--- config.mk ---
export PLATFORM = sky130hd
export DESIGN_NAME = clk_scan
export DESIGN_NICKNAME = d
export VERILOG_FILES = /design/src/rtl/clk_scan_pkg.sv /design/src/rtl/clk_scan_classify.sv /design/src/rtl/clk_scan_agebank.sv /design/src/rtl/clk_scan.sv
export SDC_FILE = /design/constraint.sdc
export NUM_CORES = 1
export LEC_CHECK = 0
export ABC_AREA = 1
export BUFFER_PORTS_ARGS = -buffer_cell sky130_fd_sc_hd__buf_4
export CAP_MARGIN = 0
export CELL_PAD_IN_SITES_DETAIL_PLACEMENT = 0
export CELL_PAD_IN_SITES_GLOBAL_PLACEMENT = 1
export CORE_UTILIZATION = 46
export DETAILED_ROUTE_END_ITERATION = 8
export PLACE_DENSITY = 0.77
export REMOVE_ABC_BUFFERS = 1
export SYNTH_ARGS = -nofsm -noshare
export SYNTH_HDL_FRONTEND = slang
export SYNTH_SLANG_ARGS = --single-unit
--- constraint.sdc ---
create_clock -name clk_i -period 3.6 [get_ports clk_i]
set_input_delay 0.72 -clock clk_i [delete_from_list [all_inputs] [get_ports clk_i]]
set_output_delay 0.72 -clock clk_i [all_outputs]
set_load 0.005 [all_outputs]
--- src/rtl/clk_scan_pkg.sv ---
package clk_scan_pkg;

    localparam int unsigned ST_W     = 4;
    localparam int unsigned ST_VALID = 0;
    localparam int unsigned ST_INUSE = 1;
    localparam int unsigned ST_REF   = 2;
    localparam int unsigned ST_MOD   = 3;

    typedef enum logic [1:0] {
        ACT_NONE  = 2'd0,
        ACT_STEAL = 2'd1,
        ACT_CLEAN = 2'd2
    } act_e;

    typedef enum logic [2:0] {
        S_IDLE  = 3'd0,
        S_SW_RD = 3'd1,
        S_SW_EV = 3'd2,
        S_SW_WB = 3'd3,
        S_AD_RD = 3'd4,
        S_AD_EV = 3'd5,
        S_AD_WB = 3'd6
    } state_e;

endpackage

--- src/rtl/clk_scan_classify.sv ---
module clk_scan_classify
    import clk_scan_pkg::*;
#(
    parameter int unsigned AGE_W = 3
) (
    input  logic [ST_W-1:0]  status_i,
    input  logic [AGE_W-1:0] age_i,
    input  logic [AGE_W-1:0] thr_i,
    output act_e             act_o,
    output logic [AGE_W-1:0] age_o,
    output logic             wb_o,
    output logic [ST_W-1:0]  wb_data_o
);

    logic [AGE_W:0] age_inc;
    logic [AGE_W:0] thr_eff;
    logic           live;

    always_comb begin
        age_inc   = {1'b0, age_i} + (AGE_W+1)'(1);
        thr_eff   = (thr_i == '0) ? (AGE_W+1)'(1) : {1'b0, thr_i};
        live      = status_i[ST_VALID] & status_i[ST_INUSE];
        act_o     = ACT_NONE;
        age_o     = '0;
        wb_o      = 1'b0;
        wb_data_o = status_i;
        wb_data_o[ST_REF] = 1'b0;
        if (live) begin
            if (status_i[ST_REF]) begin
                wb_o = 1'b1;
            end else if (status_i[ST_MOD]) begin
                act_o = ACT_CLEAN;
            end else if (age_inc >= thr_eff) begin
                act_o = ACT_STEAL;
            end else begin
                age_o = age_inc[AGE_W-1:0];
            end
        end
    end

endmodule

--- src/rtl/clk_scan_agebank.sv ---
module clk_scan_agebank #(
    parameter int unsigned N_FRAMES = 64,
    parameter int unsigned AGE_W    = 3,
    localparam int unsigned AW      = $clog2(N_FRAMES)
) (
    input  logic             clk_i,
    input  logic             rst_ni,
    input  logic [AW-1:0]    rd_idx_i,
    output logic [AGE_W-1:0] rd_age_o,
    input  logic             we_i,
    input  logic [AW-1:0]    wr_idx_i,
    input  logic [AGE_W-1:0] wr_age_i
);

    logic [AGE_W-1:0] ages [N_FRAMES];

    for (genvar g = 0; g < N_FRAMES; g++) begin : g_cell
        logic [AGE_W-1:0] cell_d;
        logic [AGE_W-1:0] cell_q;

        always_comb begin
            cell_d = cell_q;
            if (we_i && (wr_idx_i == AW'(g))) begin
                cell_d = wr_age_i;
            end
        end

        always_ff @(posedge clk_i or negedge rst_ni) begin
            if (!rst_ni) cell_q <= '0;
            else         cell_q <= cell_d;
        end

        assign ages[g] = cell_q;
    end

    assign rd_age_o = ({1'b0, rd_idx_i} < (AW+1)'(N_FRAMES)) ? ages[rd_idx_i] : '0;

endmodule

--- src/rtl/clk_scan.sv ---
module clk_scan
    import clk_scan_pkg::*;
#(
    parameter int unsigned N_FRAMES = 64,
    parameter int unsigned AGE_W    = 3,
    localparam int unsigned AW      = $clog2(N_FRAMES),
    localparam int unsigned LW      = AW + 1
) (
    input  logic             clk_i,
    input  logic             rst_ni,
    input  logic             start_i,
    input  logic [LW-1:0]    adv_i,
    input  logic [AGE_W-1:0] thresh_i,
    output logic [AW-1:0]    mem_addr_o,
    output logic             mem_re_o,
    output logic             mem_we_o,
    output logic [ST_W-1:0]  mem_wdata_o,
    input  logic [ST_W-1:0]  mem_rdata_i,
    output logic             ev_valid_o,
    output logic [AW-1:0]    ev_frame_o,
    output logic [1:0]       ev_act_o,
    output logic             busy_o,
    output logic             done_o,
    output logic [AW-1:0]    start_hand_o,
    output logic [AW-1:0]    end_hand_o
);

    typedef struct packed {
        state_e           state;
        logic [AW-1:0]    shand;
        logic [AW-1:0]    ehand;
        logic [AW-1:0]    cur;
        logic [LW-1:0]    left;
        logic [LW-1:0]    adv;
        logic [AGE_W-1:0] thr;
        logic [ST_W-1:0]  wb;
        logic             ev_v;
        logic [AW-1:0]    ev_f;
        act_e             ev_a;
        logic             done;
    } regs_t;

    regs_t q, d;

    function automatic logic [AW-1:0] nxt(input logic [AW-1:0] i);
        return (i == AW'(N_FRAMES - 1)) ? '0 : i + AW'(1);
    endfunction

    logic [AGE_W-1:0] cur_age;
    logic [AGE_W-1:0] cls_age;
    act_e             cls_act;
    logic             cls_wb;
    logic [ST_W-1:0]  cls_wdata;
    logic             age_we;
    logic [LW-1:0]    sweep_len;
    logic             sweep_step;
    logic             adv_step;

    clk_scan_agebank #(.N_FRAMES(N_FRAMES), .AGE_W(AGE_W)) u_age (
        .clk_i    (clk_i),
        .rst_ni   (rst_ni),
        .rd_idx_i (q.cur),
        .rd_age_o (cur_age),
        .we_i     (age_we),
        .wr_idx_i (q.cur),
        .wr_age_i (cls_age)
    );

    clk_scan_classify #(.AGE_W(AGE_W)) u_cls (
        .status_i  (mem_rdata_i),
        .age_i     (cur_age),
        .thr_i     (q.thr),
        .act_o     (cls_act),
        .age_o     (cls_age),
        .wb_o      (cls_wb),
        .wb_data_o (cls_wdata)
    );

    assign age_we = (q.state == S_SW_EV);

    always_comb begin
        if (q.ehand == q.shand) begin
            sweep_len = LW'(N_FRAMES);
        end else if (q.ehand > q.shand) begin
            sweep_len = {1'b0, q.ehand} - {1'b0, q.shand};
        end else begin
            sweep_len = LW'(N_FRAMES) - {1'b0, q.shand} + {1'b0, q.ehand};
        end
    end

    always_comb begin
        d          = q;
        d.ev_v     = 1'b0;
        d.done     = 1'b0;
        sweep_step = 1'b0;
        adv_step   = 1'b0;
        case (q.state)
            S_IDLE: begin
                if (start_i) begin
                    d.thr   = thresh_i;
                    d.adv   = adv_i;
                    d.cur   = q.shand;
                    d.left  = sweep_len;
                    d.state = S_SW_RD;
                end
            end
            S_SW_RD: d.state = S_SW_EV;
            S_SW_EV: begin
                d.wb = cls_wdata;
                if (cls_act != ACT_NONE) begin
                    d.ev_v = 1'b1;
                    d.ev_f = q.cur;
                    d.ev_a = cls_act;
                end
                if (cls_wb) d.state = S_SW_WB;
                else        sweep_step = 1'b1;
            end
            S_SW_WB: sweep_step = 1'b1;
            S_AD_RD: d.state = S_AD_EV;
            S_AD_EV: begin
                d.wb = cls_wdata;
                if (mem_rdata_i[ST_REF]) d.state = S_AD_WB;
                else                     adv_step = 1'b1;
            end
            S_AD_WB: adv_step = 1'b1;
            default: d.state = S_IDLE;
        endcase

        if (sweep_step) begin
            if (q.left == LW'(1)) begin
                d.shand = q.ehand;
                if (q.adv == '0) begin
                    d.state = S_IDLE;
                    d.done  = 1'b1;
                end else begin
                    d.cur   = q.ehand;
                    d.left  = q.adv;
                    d.state = S_AD_RD;
                end
            end else begin
                d.left  = q.left - LW'(1);
                d.cur   = nxt(q.cur);
                d.state = S_SW_RD;
            end
        end

        if (adv_step) begin
            d.ehand = nxt(q.ehand);
            d.cur   = nxt(q.cur);
            if (q.left == LW'(1)) begin
                d.state = S_IDLE;
                d.done  = 1'b1;
            end else begin
                d.left  = q.left - LW'(1);
                d.state = S_AD_RD;
            end
        end
    end

    always_ff @(posedge clk_i or negedge rst_ni) begin
        if (!rst_ni) q <= '0;
        else         q <= d;
    end

    assign mem_addr_o   = q.cur;
    assign mem_re_o     = (q.state == S_SW_RD) || (q.state == S_AD_RD);
    assign mem_we_o     = (q.state == S_SW_WB) || (q.state == S_AD_WB);
    assign mem_wdata_o  = q.wb;
    assign ev_valid_o   = q.ev_v;
    assign ev_frame_o   = q.ev_f;
    assign ev_act_o     = q.ev_a;
    assign busy_o       = (q.state != S_IDLE);
    assign done_o       = q.done;
    assign start_hand_o = q.shand;
    assign end_hand_o   = q.ehand;


    wb_ref_clear_chk: assert property (@(posedge clk_i) disable iff (!rst_ni)
        mem_we_o |-> !mem_wdata_o[ST_REF]);


    wb_keep_bits_chk: assert property (@(posedge clk_i) disable iff (!rst_ni)
        mem_we_o |-> (mem_wdata_o[ST_MOD] == $past(mem_rdata_i[ST_MOD])) &&
                     (mem_wdata_o[ST_INUSE:ST_VALID] == $past(mem_rdata_i[ST_INUSE:ST_VALID])) &&
                     (mem_addr_o == $past(mem_addr_o)));


    steal_src_chk: assert property (@(posedge clk_i) disable iff (!rst_ni)
        (ev_valid_o && ev_act_o == ACT_STEAL) |-> ($past(mem_rdata_i) == 4'b0011));


    clean_src_chk: assert property (@(posedge clk_i) disable iff (!rst_ni)
        (ev_valid_o && ev_act_o == ACT_CLEAN) |-> ($past(mem_rdata_i) == 4'b1011));


    done_idle_chk: assert property (@(posedge clk_i) disable iff (!rst_ni)
        done_o |-> !busy_o);


    port_excl_chk: assert property (@(posedge clk_i) disable iff (!rst_ni)
        !(mem_re_o && mem_we_o));


    hands_hold_chk: assert property (@(posedge clk_i) disable iff (!rst_ni)
        !busy_o |=> ($stable(start_hand_o) && $stable(end_hand_o)));

endmodule

# ---- Word level (Yosys, flattened, before mapping)
# Cells that the tools add are included.
dict set report classes {
  n_addsub 7
  magnitude_cmp 3
  n_eq_ne 76
  muxes 46
  n_bitwise 2
  reduce_logical 78
}
# op n
set op_table {}
lappend op_table {{$eq A6 B6 Y1 const B} 33}
lappend op_table {{$eq A6 B5 Y1 const B} 16}
lappend op_table {{$logic_and A1 B1 Y1} 64}
lappend op_table {{$mux W13} 4}
lappend op_table {{$eq A6 B4 Y1 const B} 8}
lappend op_table {{$mux W23} 2}
lappend op_table {{$mux W3} 14}
lappend op_table {{$mux W9} 3}
lappend op_table {{$eq A6 B3 Y1 const B} 4}
lappend op_table {{$mux W7} 3}
lappend op_table {{$bmux W3 S6} 1}
lappend op_table {{$mux W6} 3}
lappend op_table {{$pmux W3 S6} 1}
lappend op_table {{$add A6 B1 Y6 const B} 2}
lappend op_table {{$eq A6 B2 Y1 const B} 2}
lappend op_table {{$ne A4 B4 Y1 const B} 3}
lappend op_table {{$mux W1} 10}
lappend op_table {{$eq A3 B3 Y1 const B} 3}
lappend op_table {{$add A7 B6 Y7} 1}
lappend op_table {{$eq A7 B1 Y1 const B} 1}
lappend op_table {{$ge A7 B7 Y1 const B} 1}
lappend op_table {{$logic_not A7 Y1} 1}
lappend op_table {{$not A6 Y7} 1}
lappend op_table {{$sub A6 B6 Y7} 1}
lappend op_table {{other kinds (21)} 30}
dict set report word_totals {
  regBits 243
  input_bits 17
  output_inout_bits 35
  elab_cells 288
}

# ---- Depth between registers and ports, before layout
dict set report logic_depth {
  word_depth 13
  depth_mapped 23
}

# ---- Modules after synthesis
# Synthesis repeated with hierarchy kept, for this count alone.
dict set report unflattened {
  cells_unflattened 1653
  area_unflattened_um2 12494.5
}
# module instances cells_each area_per_inst_um2 seq_area_each_um2
set by_module_without_submodules {}
lappend by_module_without_submodules {clk_scan_agebank 1 1152 8921.1 4804.6}
lappend by_module_without_submodules {clk_scan 1 463 3354.5 1301.2}
lappend by_module_without_submodules {clk_scan_classify 1 38 219.0 0.0}

# ---- Worst setup path before layout
# OpenSTA, ideal clock, no wires.
dict set report synth_path {
  path_type {reg2reg}
  start {register q (netlist bit mem_addr_o[0])}
  end {register u_age.g_cell[40].cell_q[0]}
  setup_ns 0.083
  arrival_ns 3.080
  t_required_ns 3.517
  slack_ns 0.437
  path_stages_with_launch 22
  path_buffers 4
  cell_sequence {dfrtp_1 -> buf_2 -> buf_6 -> buf_4 -> nor2_1 -> nor2_1 -> o21ai_1 -> nand2_1 -> nand2_1 -> nand2_1 -> nor2_1 -> nor2_1 -> nor2_1 -> nand2_1 -> ha_1 -> nand3b_1 -> and2_1 -> ha_1 -> a21oi_1 -> nand4_1 -> clkbuf_1 -> o21ai_0}
}
dict set report synth_between {
  elab_chain_cells 10
  word_cells_on_any_way 12
}
# element line_no
set synth_lines {}
lappend synth_lines {{start, declared} clk_scan.sv:43} ;# regs_t q, d;
lappend synth_lines {{start signal, assigned} clk_scan.sv:161} ;# if (!rst_ni) q <= '0;
lappend synth_lines {{start signal, assigned} clk_scan.sv:162} ;# else q <= d;
lappend synth_lines {{$not A6 Y7 (not written as such)} clk_scan_agebank.sv:36} ;# assign rd_age_o = ({1'b0, rd_idx_i} < (AW+1)'(N_FRAMES)) ? ages[rd_idx_i] : '0;
lappend synth_lines {{$bmux W3 S6} clk_scan_agebank.sv:36}
lappend synth_lines {{$mux W3 (not written as such) (2 in series)} clk_scan_agebank.sv:36}
lappend synth_lines {{$add A3 B1 Y4} clk_scan_classify.sv:20} ;# age_inc = {1'b0, age_i} + (AGE_W+1)'(1);
lappend synth_lines {{$ge A4 B4 Y1} clk_scan_classify.sv:33} ;# end else if (age_inc >= thr_eff) begin
lappend synth_lines {{$mux W3} clk_scan_classify.sv:33}
lappend synth_lines {{$mux W3} clk_scan_classify.sv:31} ;# end else if (status_i[ST_MOD]) begin
lappend synth_lines {{$mux W3} clk_scan_classify.sv:29} ;# if (status_i[ST_REF]) begin
lappend synth_lines {{$mux W3} clk_scan_classify.sv:28} ;# if (live) begin
lappend synth_lines {{end signal, assigned} clk_scan_agebank.sv:30} ;# else cell_q <= cell_d;
lappend synth_lines {{end, declared} clk_scan_agebank.sv:19} ;# logic [AGE_W-1:0] cell_q;
# Parallel ways exist; a longest one is shown, timed or not. The select of a mux whose other input is x is not followed.
# A chain may end at the register's enable or synchronous reset.

# ---- Final worst setup path
dict set report layout_path {
  start {register q (netlist bit mem_addr_o[0])}
  end {register u_age.g_cell[1].cell_q[0]}
}
dict set report layout_between {
  elab_chain_cells 10
  word_cells_on_any_way 12
}
# element line_no
set layout_lines {}
lappend layout_lines {{$not A6 Y7 (not written as such)} clk_scan_agebank.sv:36}
lappend layout_lines {{$bmux W3 S6} clk_scan_agebank.sv:36}
lappend layout_lines {{$mux W3 (not written as such) (2 in series)} clk_scan_agebank.sv:36}
lappend layout_lines {{$add A3 B1 Y4} clk_scan_classify.sv:20}
lappend layout_lines {{$ge A4 B4 Y1} clk_scan_classify.sv:33}
lappend layout_lines {{$mux W3} clk_scan_classify.sv:33}
lappend layout_lines {{$mux W3} clk_scan_classify.sv:31}
lappend layout_lines {{$mux W3} clk_scan_classify.sv:29}
lappend layout_lines {{$mux W3} clk_scan_classify.sv:28}
lappend layout_lines {{end signal, assigned} clk_scan_agebank.sv:30}
lappend layout_lines {{end, declared} clk_scan_agebank.sv:19}
# Parallel ways exist; a longest one is shown, timed or not. The select of a mux whose other input is x is not followed.

==> run summary <==
OUTCOME
----------------------------------------------------------------------------------------------------
Run status                                                                              finished, violations left
Failing checks                                                                          negative setup slack

FINISH
----------------------------------------------------------------------------------------------------
Area overhead of the layout relative to synthesis                                              21.4%
Number of diodes                                                                                   0
Total Nets Final                                                                                1931
Post-layout util                                                                               57.2%
Post-route non-filler standard cell count                                                       2293
Ratio of cells with drive above 1 in the final layout                                          15.6%

WORST SETUP PATH
----------------------------------------------------------------------------------------------------
Cells on worst reg2reg path                                                                       21
Critical path class                                                                     flop to flop
Required time worst endpoint                                                                 4.05 ns
Endpoint kind of the worst setup timing path                                                    flop
Startpoint type of the worst setup path                                                         flop
Arrival time at the worst endpoint                                                           4.15 ns
Peak fanout along the critical path                                                               14

FLOORPLANNING
----------------------------------------------------------------------------------------------------
Die width                                                                                     171 um
Initial cell density of the core                                                               47.1%
Floorplan core area                                                                        27900 um2
Die boundary height                                                                           171 um
Area of the die                                                                            29300 um2
Number of top-level pins                                                                          52
Number of rows in the core area                                                                   61

GRT
----------------------------------------------------------------------------------------------------
Antenna violations before repair                                                                   0
Number of global-route vias before repair                                                      10900
Global-route wire length before repair                                                       59.5 mm
Total track usage                                                                              26.2%
Remaining global-route overflow                                                                    0
Pin count of the biggest net entering global routing                                              85

PLACE
----------------------------------------------------------------------------------------------------
Count of input and output buffers                                                                 50
DP Cell Count                                                                                   2199
Detailed-placement wirelength estimate                                                       24.7 mm
Worst slack after detailed placement                                                      -0.0945 ns
Final weighted congestion in routability-driven placement                                      0.862

CLOCKING
----------------------------------------------------------------------------------------------------
CTS hold repair buffers                                                                            0
Maximum number of buffers from clock root to sink                                                  3
Clock network latency to the later pin of the worst-skew pair                                0.55 ns
Clock-pin slew reported for the worst setup and hold paths after clock tree synthesis        0.06 ns
Clock root buffer                                                                       sky130_fd_sc_hd__clkbuf_16
Total clock buffers created by CTS                                                                29
H-Tree Level Count                                                                                 1
Clk sink count                                                                                   243
TritonCTS clock tree                                                                           built

STA
----------------------------------------------------------------------------------------------------
Slew Limit Headroom                                                                            37.3%
Actual transition at the worst max-transition pin                                           0.933 ns
Post-route worst setup slack                                                              -0.0933 ns
Final max-slew violation count                                                                     0
Final hold violation count                                                                         0
Achievable clock frequency                                                                   271 MHz
Max Clock Skew                                                                             0.0148 ns
Min cycle time layout                                                                        3.69 ns
Number of failing setup endpoints in the final timing report                                     117
Setup repair after global routing missed its margin                                              yes
Period Utilization, post-route                                                                  103%

LOGIC SYNTHESIS
----------------------------------------------------------------------------------------------------
Dominant cell by count in the synthesized netlist                                       sky130_fd_sc_hd__nand2_1
Post-synthesis instance total                                                                   1830
Register area share after synthesis                                                            46.2%
Distinct cells, synth                                                                             47
Library cell occupying the most area in the post-synthesis netlist                      sky130_fd_sc_hd__dfrtp_1
Leading register cell type out of synthesis                                             sky130_fd_sc_hd__dfrtp_1
Count of flip-flops with a built-in enable after synthesis                                         0
Total of flip-flops plus latches after synthesis                                                 243
Total number of yosys warnings                                                                     0
Asr flop ratio synth                                                                            100%
Top post-synthesis cells by area                                                        sky130_fd_sc_hd__dfrtp_1 46%, sky130_fd_sc_hd__nand2_1 17%, sky130_fd_sc_hd__o21ai_0 8.2%, sky130_fd_sc_hd__inv_1 7.5%, sky130_fd_sc_hd__nor2_1 4.8%
Total standard cell area after synthesis                                                   13200 um2
Area share of the largest cell type after synthesis                                            46.2%
Mapped Avg Cell Area                                                                        7.19 um2
Most frequent cells after synthesis                                                     613 x sky130_fd_sc_hd__nand2_1, 264 x sky130_fd_sc_hd__inv_1, 243 x sky130_fd_sc_hd__dfrtp_1, 216 x sky130_fd_sc_hd__o21ai_0, 168 x sky130_fd_sc_hd__nor2_1

POWER AND IR DROP
----------------------------------------------------------------------------------------------------
PwrDens                                                                                   856 nW/um2
Switching fraction of total power                                                              42.2%
Share of total power in sequential cells                                                       29.4%
P_sw                                                                                         5760 uW
Worst ir drop on vdd                                                                        0.479 mV
Standby leakage power                                                                     0.00817 uW
Internal power contribution                                                                  7900 uW
Combinational group share of total power                                                       50.8%
Share of power burned in the clock network                                                     19.7%

ROUTING
----------------------------------------------------------------------------------------------------
Routed Wire Length                                                                           41.4 mm
Number of detailed-route iterations in the first pass                                              7
Detailed-route wire length per cell                                                          18.0 um
Initial drt markers                                                                              915
DRC viols                                                                                          0
Number of vias per cell                                                                         5.14
Number of nets with antenna violations after detailed routing                                      0
Vias                                                                                           11800

MIN PATH
----------------------------------------------------------------------------------------------------
Type of the most critical hold path                                                     primary input to async pin

JOB
----------------------------------------------------------------------------------------------------
Count of maximum capacitance violations                                                            0

[power groups by stage]
stage	clock (uW)	sequential [uW]	combinational (uW)
final	2700	4020	6950
after global routing	2860	4100	7620
after CTS	2760	3970	5600
after detailed placement	0	4000	5550
after global placement	0	3980	5510
after floorplan	0	4050	3210
[cells by family (layout without fill, tap and decap cells)]
kind of cell / count (synthesis) / in the layout / synth area share, %
compound gates: 280 / 280 / 11.2
xor+xnor: 11 / 11 / 0.733
fa+ha+maj: 18 / 18 / 1.77
buf+inv: 370 / 455 / 12.3
flops: 243 / 243 / 46.2
mux: 7 / 7 / 0.561
other cells: 1 / 1 / 0.0285
simple gates: 900 / 900 / 27.2
[critical path, stage by stage, from the launching register on]
cell                        delay, ns
sky130_fd_sc_hd__dfrtp_4         0.65
sky130_fd_sc_hd__buf_4           0.22
sky130_fd_sc_hd__clkbuf_16       0.19
sky130_fd_sc_hd__nand2_1         0.07
sky130_fd_sc_hd__nand3_1         0.07
sky130_fd_sc_hd__nand2_1         0.06
sky130_fd_sc_hd__nand2_1         0.10
sky130_fd_sc_hd__nand2_1         0.06
sky130_fd_sc_hd__nor2_1          0.12
sky130_fd_sc_hd__nor2_1          0.06
sky130_fd_sc_hd__nor2_1          0.15
sky130_fd_sc_hd__nand2_1         0.14
sky130_fd_sc_hd__ha_4            0.19
sky130_fd_sc_hd__nand3b_1        0.17
sky130_fd_sc_hd__and2_4          0.17
sky130_fd_sc_hd__ha_4            0.21
sky130_fd_sc_hd__a21oi_2         0.13
sky130_fd_sc_hd__buf_4           0.14
sky130_fd_sc_hd__nand4_1         0.12
sky130_fd_sc_hd__buf_8           0.23
sky130_fd_sc_hd__buf_12          0.16
sky130_fd_sc_hd__o21ai_0         0.16
[cell type report]
type	instances	area [um2]
Clock buffer	42	815
Clock inverter	8	42.5
Fill cell	2705	12000
Inverter	269	1020
Multi-Input combinational cell	1217	5850
Sequential cell	243	6090
Tap cell	378	473
Timing Repair Buffer	135	1670
Timing Repair inverter	1	11.3
[flip-flops by register name, indices dropped and copies added (netlist names)]
register	count
ev_frame_o	6
mem_wdata_o	3
done_o	1
end_hand_o	6
ev_valid_o	1
mem_addr_o	6
start_hand_o	6
ev_act_o	2
q	20
u_age.g_cell.cell_q	192
[metal layers]
layer / wire length [um] / track usage, % / up-vias / part of all wire (%)
met3: 2640 / 3.65 / 77 / 6.4
met1: 18600 / 36.5 / 5582 / 45
met2: 19100 / 42.9 / 347 / 46
li1: - / - / 5778 / -
met4: 1030 / 6.37 / 0 / 2.5
met5: 0 / 0 / - / 0
[through the flow]
stage	instance area [um2]	setup TNS, ns	power [uW]	hold WS (ns)
final	16000	-4.98	13700	0.186
after detailed placement	13900	-1.29	9560	0.471
after floorplan	12500	-496.65	7260	0.424
after global placement	13900	-0.00136	9490	0.460
after global routing	16000	-24.11	14600	0.216
after CTS	14800	0	12300	0.209
[final timing paths]
kind                                                 start                         end  slack (ns)
worst min register to register  u_age.g_cell[62].cell_q[0]  u_age.g_cell[62].cell_q[0]        0.48
worst min-delay path                                rst_ni  u_age.g_cell[58].cell_q[1]        0.19
worst max register to register               mem_addr_o[0]   u_age.g_cell[1].cell_q[0]       -0.09
worst max-delay path                         mem_addr_o[0]   u_age.g_cell[1].cell_q[0]       -0.09
max in group asynchronous                           rst_ni               mem_addr_o[0]        2.44
min in group clk_i                                adv_i[2]                       q[19]        0.38
[layout by cell type, fill, tap and decap left out, types with 7 or more instances in the layout]
master / instances
sky130_fd_sc_hd__ha_1: 14
sky130_fd_sc_hd__a21oi_1: 15
sky130_fd_sc_hd__o21ai_1: 82
sky130_fd_sc_hd__buf_6: 9
sky130_fd_sc_hd__clkbuf_16: 46
sky130_fd_sc_hd__nand2_2: 49
sky130_fd_sc_hd__inv_1: 263
sky130_fd_sc_hd__nand2_4: 9
sky130_fd_sc_hd__nor2_1: 166
sky130_fd_sc_hd__buf_12: 19
sky130_fd_sc_hd__nand3_1: 74
sky130_fd_sc_hd__clkinv_2: 7
sky130_fd_sc_hd__o21ai_0: 117
sky130_fd_sc_hd__dfrtp_1: 241
sky130_fd_sc_hd__clkbuf_1: 9
sky130_fd_sc_hd__o21ai_2: 40
sky130_fd_sc_hd__xor2_1: 7
sky130_fd_sc_hd__nand2_1: 557
sky130_fd_sc_hd__buf_4: 83
sky130_fd_sc_hd__o22ai_1: 8
sky130_fd_sc_hd__nor3_1: 29
[timing repair]
action / 4_1_cts / 5_1_grt
endpoints found under the setup margin: 53 / 201
cloned: 1 / 24
setup buffers: 1 / 19
gates resized for setup: 6 / 241
pin swaps: 1 / 23
Note: power is estimated with default switching activity, not from simulation.
